[config.mk]
export PLATFORM = sky130hd
export DESIGN_NAME = tsc_top
export DESIGN_NICKNAME = d
export VERILOG_FILES = /design/src/rtl/tsc_pkg.sv /design/src/rtl/tsc_ctrl.sv /design/src/rtl/tsc_datapath.sv /design/src/rtl/tsc_top.sv
export SDC_FILE = /design/constraint.sdc
export NUM_CORES = 1
export LEC_CHECK = 0
export BUFFER_PORTS_ARGS = -buffer_cell sky130_fd_sc_hd__buf_4
export CAP_MARGIN = 40
export CORE_ASPECT_RATIO = 0.5
export CORE_MARGIN = 5
export CORE_UTILIZATION = 45
export CTS_CLUSTER_DIAMETER = 40
export DETAILED_ROUTE_END_ITERATION = 10
export PLACE_DENSITY = 0.76
export SLEW_MARGIN = 30
export SYNTH_ARGS = -nofsm -noshare
export SYNTH_HDL_FRONTEND = slang
export SYNTH_SLANG_ARGS = --single-unit
[constraint.sdc]
create_clock -name clk -period 4.65 [get_ports clk]
set_input_delay 0.2325 -clock clk [delete_from_list [all_inputs] [get_ports clk]]
set_output_delay 0.2325 -clock clk [all_outputs]
set_load 0.03 [all_outputs]
[src/rtl/tsc_pkg.sv]
package tsc_pkg;
  // strobes from control to datapath, valid in the cycle they are produced
  typedef struct packed {
    logic accEn;     // a valid sample is present
    logic closeSet;  // this sample is the last of the set
    logic firstSet;  // the set in progress is set 0 of the frame
  } tsc_ctrl_t;
endpackage

[src/rtl/tsc_ctrl.sv]
module tsc_ctrl
  import tsc_pkg::*;
#(
  parameter int SET_LEN_LOG2 = 18,
  parameter int SETS         = 16,
  localparam int SEL_W       = $clog2(SETS)
) (
  input  logic             clk,
  input  logic             rst_n,
  input  logic             sampleValid,
  output tsc_ctrl_t        ctrl,
  output logic [SEL_W-1:0] unitSel,
  output logic             setDone,
  output logic [SEL_W-1:0] setIdx,
  output logic             frameDone
);
  logic [SET_LEN_LOG2-1:0] sampleCnt;
  logic [SEL_W-1:0]        setCnt;
  logic                    lastSample;
  logic                    lastSet;

  assign lastSample = sampleValid && (&sampleCnt);
  assign lastSet    = (setCnt == SEL_W'(SETS - 1));

  always_comb begin
    ctrl.accEn    = sampleValid;
    ctrl.closeSet = lastSample;
    ctrl.firstSet = (setCnt == '0);
  end

  always_ff @(posedge clk) begin
    if (!rst_n) begin
      sampleCnt <= '0;
      setCnt    <= '0;
      setDone   <= 1'b0;
      setIdx    <= '0;
      frameDone <= 1'b0;
    end else begin
      setDone   <= lastSample;
      frameDone <= lastSample && lastSet;
      if (sampleValid) sampleCnt <= sampleCnt + 1'b1;
      if (lastSample) begin
        setIdx <= setCnt;
        setCnt <= lastSet ? '0 : setCnt + 1'b1;
      end
    end
  end

  assign unitSel = setCnt;
endmodule

[src/rtl/tsc_datapath.sv]
module tsc_datapath
  import tsc_pkg::*;
#(
  parameter int SAMPLE_W     = 17,
  parameter int SET_LEN_LOG2 = 18,
  localparam int ACC_W       = SAMPLE_W + SET_LEN_LOG2 + 1
) (
  input  logic                clk,
  input  logic                rst_n,
  input  tsc_ctrl_t           ctrl,
  input  logic [SAMPLE_W-1:0] sampleData,
  input  logic                testBit,
  output logic [ACC_W-1:0]    corrOut,
  output logic [ACC_W-1:0]    refCorr,
  output logic                refValid
);
  logic signed [ACC_W-1:0] acc;
  logic signed [ACC_W-1:0] sampleExt;
  logic signed [ACC_W-1:0] term;
  logic signed [ACC_W-1:0] accNext;

  // sign-extend before negating so the most negative code negates exactly
  assign sampleExt = ACC_W'($signed(sampleData));
  assign term      = testBit ? sampleExt : -sampleExt;
  assign accNext   = acc + term;

  always_ff @(posedge clk) begin
    if (!rst_n) begin
      acc      <= '0;
      corrOut  <= '0;
      refCorr  <= '0;
      refValid <= 1'b0;
    end else if (ctrl.closeSet) begin
      acc     <= '0;
      corrOut <= accNext;
      if (ctrl.firstSet) begin
        refCorr  <= accNext;
        refValid <= 1'b1;
      end
    end else if (ctrl.accEn) begin
      acc <= accNext;
    end
  end
endmodule

[src/rtl/tsc_top.sv]
module tsc_top
  import tsc_pkg::*;
#(
  parameter int SAMPLE_W     = 17,
  parameter int SET_LEN_LOG2 = 18,
  parameter int SETS         = 16,
  localparam int SEL_W       = $clog2(SETS),
  localparam int ACC_W       = SAMPLE_W + SET_LEN_LOG2 + 1
) (
  input  logic                clk,
  input  logic                rst_n,
  input  logic                sampleValid,
  input  logic [SAMPLE_W-1:0] sampleData,
  input  logic                testBit,
  output logic [SEL_W-1:0]    unitSel,
  output logic                setDone,
  output logic [SEL_W-1:0]    setIdx,
  output logic [ACC_W-1:0]    corrOut,
  output logic [ACC_W-1:0]    refCorr,
  output logic                refValid,
  output logic                frameDone
);
  tsc_ctrl_t ctrl;

  tsc_ctrl #(.SET_LEN_LOG2(SET_LEN_LOG2), .SETS(SETS)) u_ctrl (
    .clk(clk), .rst_n(rst_n), .sampleValid(sampleValid), .ctrl(ctrl),
    .unitSel(unitSel), .setDone(setDone), .setIdx(setIdx), .frameDone(frameDone)
  );

  tsc_datapath #(.SAMPLE_W(SAMPLE_W), .SET_LEN_LOG2(SET_LEN_LOG2)) u_dp (
    .clk(clk), .rst_n(rst_n), .ctrl(ctrl), .sampleData(sampleData),
    .testBit(testBit), .corrOut(corrOut), .refCorr(refCorr), .refValid(refValid)
  );
endmodule

* After elaboration in Yosys (flattened, before gate mapping)
Index checks and enable logic that the tools add are counted.
Word-level totals: flip-flop bits (word level) 137, input port bits 21, output and inout port bits 83, word-level logic and storage cells 23
Cells by class: add/sub/neg operators 4, eq/ne operators 1, mux-type cells 2, bitwise gates (word level) 1, reductions and logical operators 6
Operators by type and width (number):
- 36-bit adder | 1
- 36-bit 2-to-1 mux | 1
- 17-bit negator with 36-bit output | 1
- 18-bit by 1-bit adder with 18-bit output (second input constant) | 1
- 18-bit AND reduction | 1
- 4-bit by 1-bit adder with 4-bit output (second input constant) | 1
- 4-bit equality test (second input constant) | 1
- 4-bit zero test | 1
- 4-bit 2-to-1 mux | 1
- 1-bit logical AND | 2
- 2-bit AND reduction | 1
- 2-bit OR reduction | 1
- 1-bit NOT | 1

* Longest topological paths before layout
word-level depth 3, depth in mapped cells 19, mapped depth without buffers 19

* Hierarchy
Synthesis repeated with hierarchy kept, for this count alone.
Second synthesis, totals: cells, all modules 953, area, all modules 7676.1 sq um
Modules (own cells, without submodules):
- tsc_datapath | times used 1, cells each 808, area each 6383.6 sq um, sequential area each 2182.1 sq um
- tsc_ctrl | times used 1, cells each 145, area each 1292.5 sq um, sequential area each 560.5 sq um

* Worst setup path after synthesis
Ideal clock, no wire load.
kind input-to-reg, from input sampleData[5], to register u_dp.acc[34], setup time 120 ps, data arrival time 3606 ps, slack 924 ps, stages on the path 15, buffers on the path 2, cells stage by stage or4_4 -> nor4_4 -> clkbuf_1 -> a21oi_1 -> xor2_1 -> ha_1 -> clkbuf_1 -> a31o_1 -> or3_1 -> a21oi_2 -> nor3_1 -> or2_4 -> a221oi_4 -> mux2i_1 -> o21ai_1
On the way: cells in the longest elaborated chain, start to end 3
Ends and longest elaborated chain:
- from (decl) | RTL line tsc_top.sv:13 | input logic [SAMPLE_W-1:0] sampleData,
- 17-bit negator with 36-bit output | RTL line tsc_datapath.sv:24 | assign term = testBit ? sampleExt : -sampleExt;
- 36-bit 2-to-1 mux * | RTL line tsc_datapath.sv:24
- 36-bit adder * | RTL line tsc_datapath.sv:25 | assign accNext = acc + term;
- to (signal assigned) | RTL line tsc_datapath.sv:41 | acc <= accNext;
- to (decl) | RTL line tsc_datapath.sv:17 | logic signed [ACC_W-1:0] acc;
Every way passes the cells marked *; elsewhere a longest branch is shown, timed or not. A chain may end at the register's enable or synchronous reset.

* Final worst setup path
from input sampleData[5], to register u_dp.corrOut[35]
On the way: cells in the longest elaborated chain, start to end 3
Ends and longest elaborated chain:
- 17-bit negator with 36-bit output | RTL line tsc_datapath.sv:24
- 36-bit 2-to-1 mux * | RTL line tsc_datapath.sv:24
- 36-bit adder * | RTL line tsc_datapath.sv:25
- to (signal assigned) | RTL line tsc_datapath.sv:35 | corrOut <= accNext;
- to (decl) | RTL line tsc_datapath.sv:13 | output logic [ACC_W-1:0] corrOut,
Marked as above.

==> results.cfg <==
[placement]
dpl.hpwl_um = 16020
gp_congestion = 0.9610
place_area_um2 = 8466
port_buffers = 103

[logic_synthesis]
synth_flop_cell = dfxtp_1
netlist_top_cells_area = dfxtp_1 (37%), nand2_1 (8.0%), a21oi_1 (8.0%), ha_1 (6.9%), nor2_1 (5.8%)
synth_commonest_cells = nand2_1 (159), dfxtp_1 (137), a21oi_1 (119), nor2_1 (116), ha_1 (41)
ys_async_sr_fraction_pct = 0
synth_nets = 1023
synth_cell_type_count = 64
synth-seq-cells = 137
synth-seq-area-share_pct = 36.70
synth_edf_count = 0
synth_most_common_cell = nand2_1
synthesis.area_um2 = 7473
yosysWarnings = 0
yosys.area.top_type = dfxtp_1
yosys.area.top_type_share_pct = 36.70
postSynthAreaPerCell_um2 = 7.785
synthesis.instances = 960

[sta]
finalCritPeriodShare_pct = 86.85
clock_skew_ns = 0.01774
finalHoldViolCount = 0
worst_slew_pin_slew_ns = 0.7648
timing.setup.tns_ns = 0
rsz0062_at_grt = no
drv_slew = 0
maxSlewHeadroom_pct = 48.73
finalCriticalPeriod_ns = 4.039
max_freq_mhz = 247.6
setup_viol = 0

[global_routing]
antenna_found_initial = 0
track_usage_pct = 22.50
grt_pass1_vias = 6829
grt_pass1_wl_um = 35360
grt_start_max_net_pins = 85
overflow = 0

[clock_network]
clk_pin_slew_ns = 0.07
cts_hold_buf = 0
ctsResizeCount = 0
cts_buffers = 17
cts_buffer_depth = 2
cts_tree = built
clkLatencyLatePin_ns = 0.43
cts_max_level = 4
cts_post_setup_buffers_inserted = 0
cts-root-buf = clkbuf_16
clkSinkCount = 137

[worst_setup_path]
endpoint = u_dp.corrOut[35]
end_kind = flip-flop
critPathKind = in -> reg
worstReg2RegEnd = u_dp.refCorr[28]
arrival_ns = 4.38
reg2reg_slack_ns = 1.39
path_max_fanout = 9
critPathLaunchType = input pin
r2r_start = u_dp.acc[0]
crit_start = sampleData[5]
worstPathRequired_ns = 4.99
rr_worst_depth = 11

[finish]
fill_cells = 1543
final_area_um2 = 9056
nets = 1115
area_growth_pct = 21.18
final-seq-area_um2 = 2743
multi_input_area_um2 = 4467
drive_above_1_share_pct = 15.87
diodes = 0

[routing]
drt_pass1_iterations = 5
drc = 0
met1_length_um = 10530
routed.top_layer = met4
drt_iter0_drc = 628
via_per_inst = 5.541
routedWlPerCell_um = 16.80
wl_met3_um = 1085
met2WireLength_um = 9827
drtAntennaViolNets = 0
num_vias = 7159
wirelength_um = 21710

[die]
placementRows = 33
initial_utilization_pct = 45.71
die_area_um2 = 19440
pin_count = 104
dieWidth_um = 192.3
core-area_um2 = 16350
fp.dieH_um = 101.1

[pwr]
ir_drop_mv = 0.2776
leakage_nw = 3.862
p_per_area_nw_per_um2 = 413.5

[run]
maxCapViolCount = 0

[worst_hold_path]
hold_class = in -> reg

[outcome]
status = finished, final reports clean
[layer usage]
layer | up-vias | track usage (%)
met4 | 0 | 6.243
met1 | 3380 | 31.65
met3 | 27 | 3.495
met2 | 212 | 36.24
li1 | 3540 | -
met5 | - | 0
[final cells by class]
cell class,count,share of cell area (%)
clock buffer,18,4.849
tap,227,3.136
inverter,21,0.8704
clock inverter,14,1.368
timing repair buffer,120,10.17
multi-input combinational,755,49.32
sequential,137,30.28
[worst min-delay path by stage]
| stage | start | cells after the start | to |
|---|---|---|---|
| 2_1_floorplan | u_dp.acc[34] | 2 | u_dp.acc[34] |
| 3_5_place_dp | u_dp.corrOut[22] | 2 | u_dp.corrOut[22] |
| 3_3_place_gp | u_dp.corrOut[22] | 2 | u_dp.corrOut[22] |
| 5_1_grt | rst_n | 2 | u_ctrl.sampleCnt[13] |
| 4_1_cts | rst_n | 2 | u_ctrl.sampleCnt[13] |
| 6_report | rst_n | 2 | u_ctrl.sampleCnt[13] |
[placed cells by master, fill, tap and decap left out, types with 4 or more instances in the layout]
cell type / n
nand2_1: 159
dfxtp_1: 137
a21oi_1: 119
buf_4: 119
nor2_1: 116
ha_1: 41
xor2_1: 37
o21ai_0: 36
nand3_1: 31
inv_1: 19
xnor2_1: 19
mux2i_1: 19
a21o_1: 18
clkbuf_16: 17
or3_1: 16
a31oi_1: 15
and3_1: 14
nand4_1: 12
nor3_1: 11
a211oi_1: 9
o21a_1: 8
nand2b_1: 6
inv_6: 6
o22ai_1: 5
and2_1: 4
nor4_1: 4
o21ai_1: 4
nor2b_1: 4
o221ai_1: 4
[metrics by stage]
step / util, % / power, W / cells / setup WS [ns] / hold WS [ns]
after floorplan: - / 0.002127 / 960 / 0.9236 / 0.4417
after global placement: 51.78 / 0.002406 / 1259 / 0.4898 / 0.4386
after detailed placement: 51.78 / 0.002418 / 1259 / 0.3518 / 0.4453
after CTS: 55.22 / 0.003735 / 1291 / 0.7443 / 0.2100
after global routing: 55.39 / 0.003944 / 1292 / 0.3645 / 0.2306
final: 55.39 / 0.003744 / 1292 / 0.6112 / 0.2279
[cell families after synthesis]
family,synth area share (%)
XOR/XNOR,6.563
multiplexers,2.846
buffers and inverters,3.599
flip-flops,36.70
AO/OA/AOI/OAI,19.57
AND/OR/NAND/NOR,23.59
adder cells (fa/ha/maj),7.132
[state kept, by name (all words and copies together) (netlist names)]
name and cells:
u_ctrl.frameDone 1, u_ctrl.sampleCnt 18, u_ctrl.setDone 1, u_ctrl.setIdx 4, u_ctrl.unitSel 4, u_dp.acc 36, u_dp.corrOut 36, u_dp.refCorr 36
u_dp.refValid 1
[critical path: stages]
cell and delay, ns:
buf_4 0.12, or3_1 0.38, or3_1 0.39, nor3_1 0.20, buf_4 0.18, nand2_1 0.07
nand3_1 0.31, nand2_1 0.13, ha_1 0.51, nand4_1 0.26, or3_1 0.38, nor3_1 0.12
o21ai_0 0.23, a41o_2 0.35, o21ai_0 0.23, nand3b_1 0.11, a21oi_1 0.17
[report_power, final]
| group | total [W] | internal (W) | switching [W] | leakage [nW] |
|---|---|---|---|---|
| registers | 0.00129 | 0.00124 | 0.0000437 | 1.11 |
| clock network | 0.00132 | 0.000717 | 0.000600 | 0.269 |
| logic | 0.00114 | 0.000411 | 0.000732 | 2.48 |
Note: power is estimated with default switching activity, not from simulation.
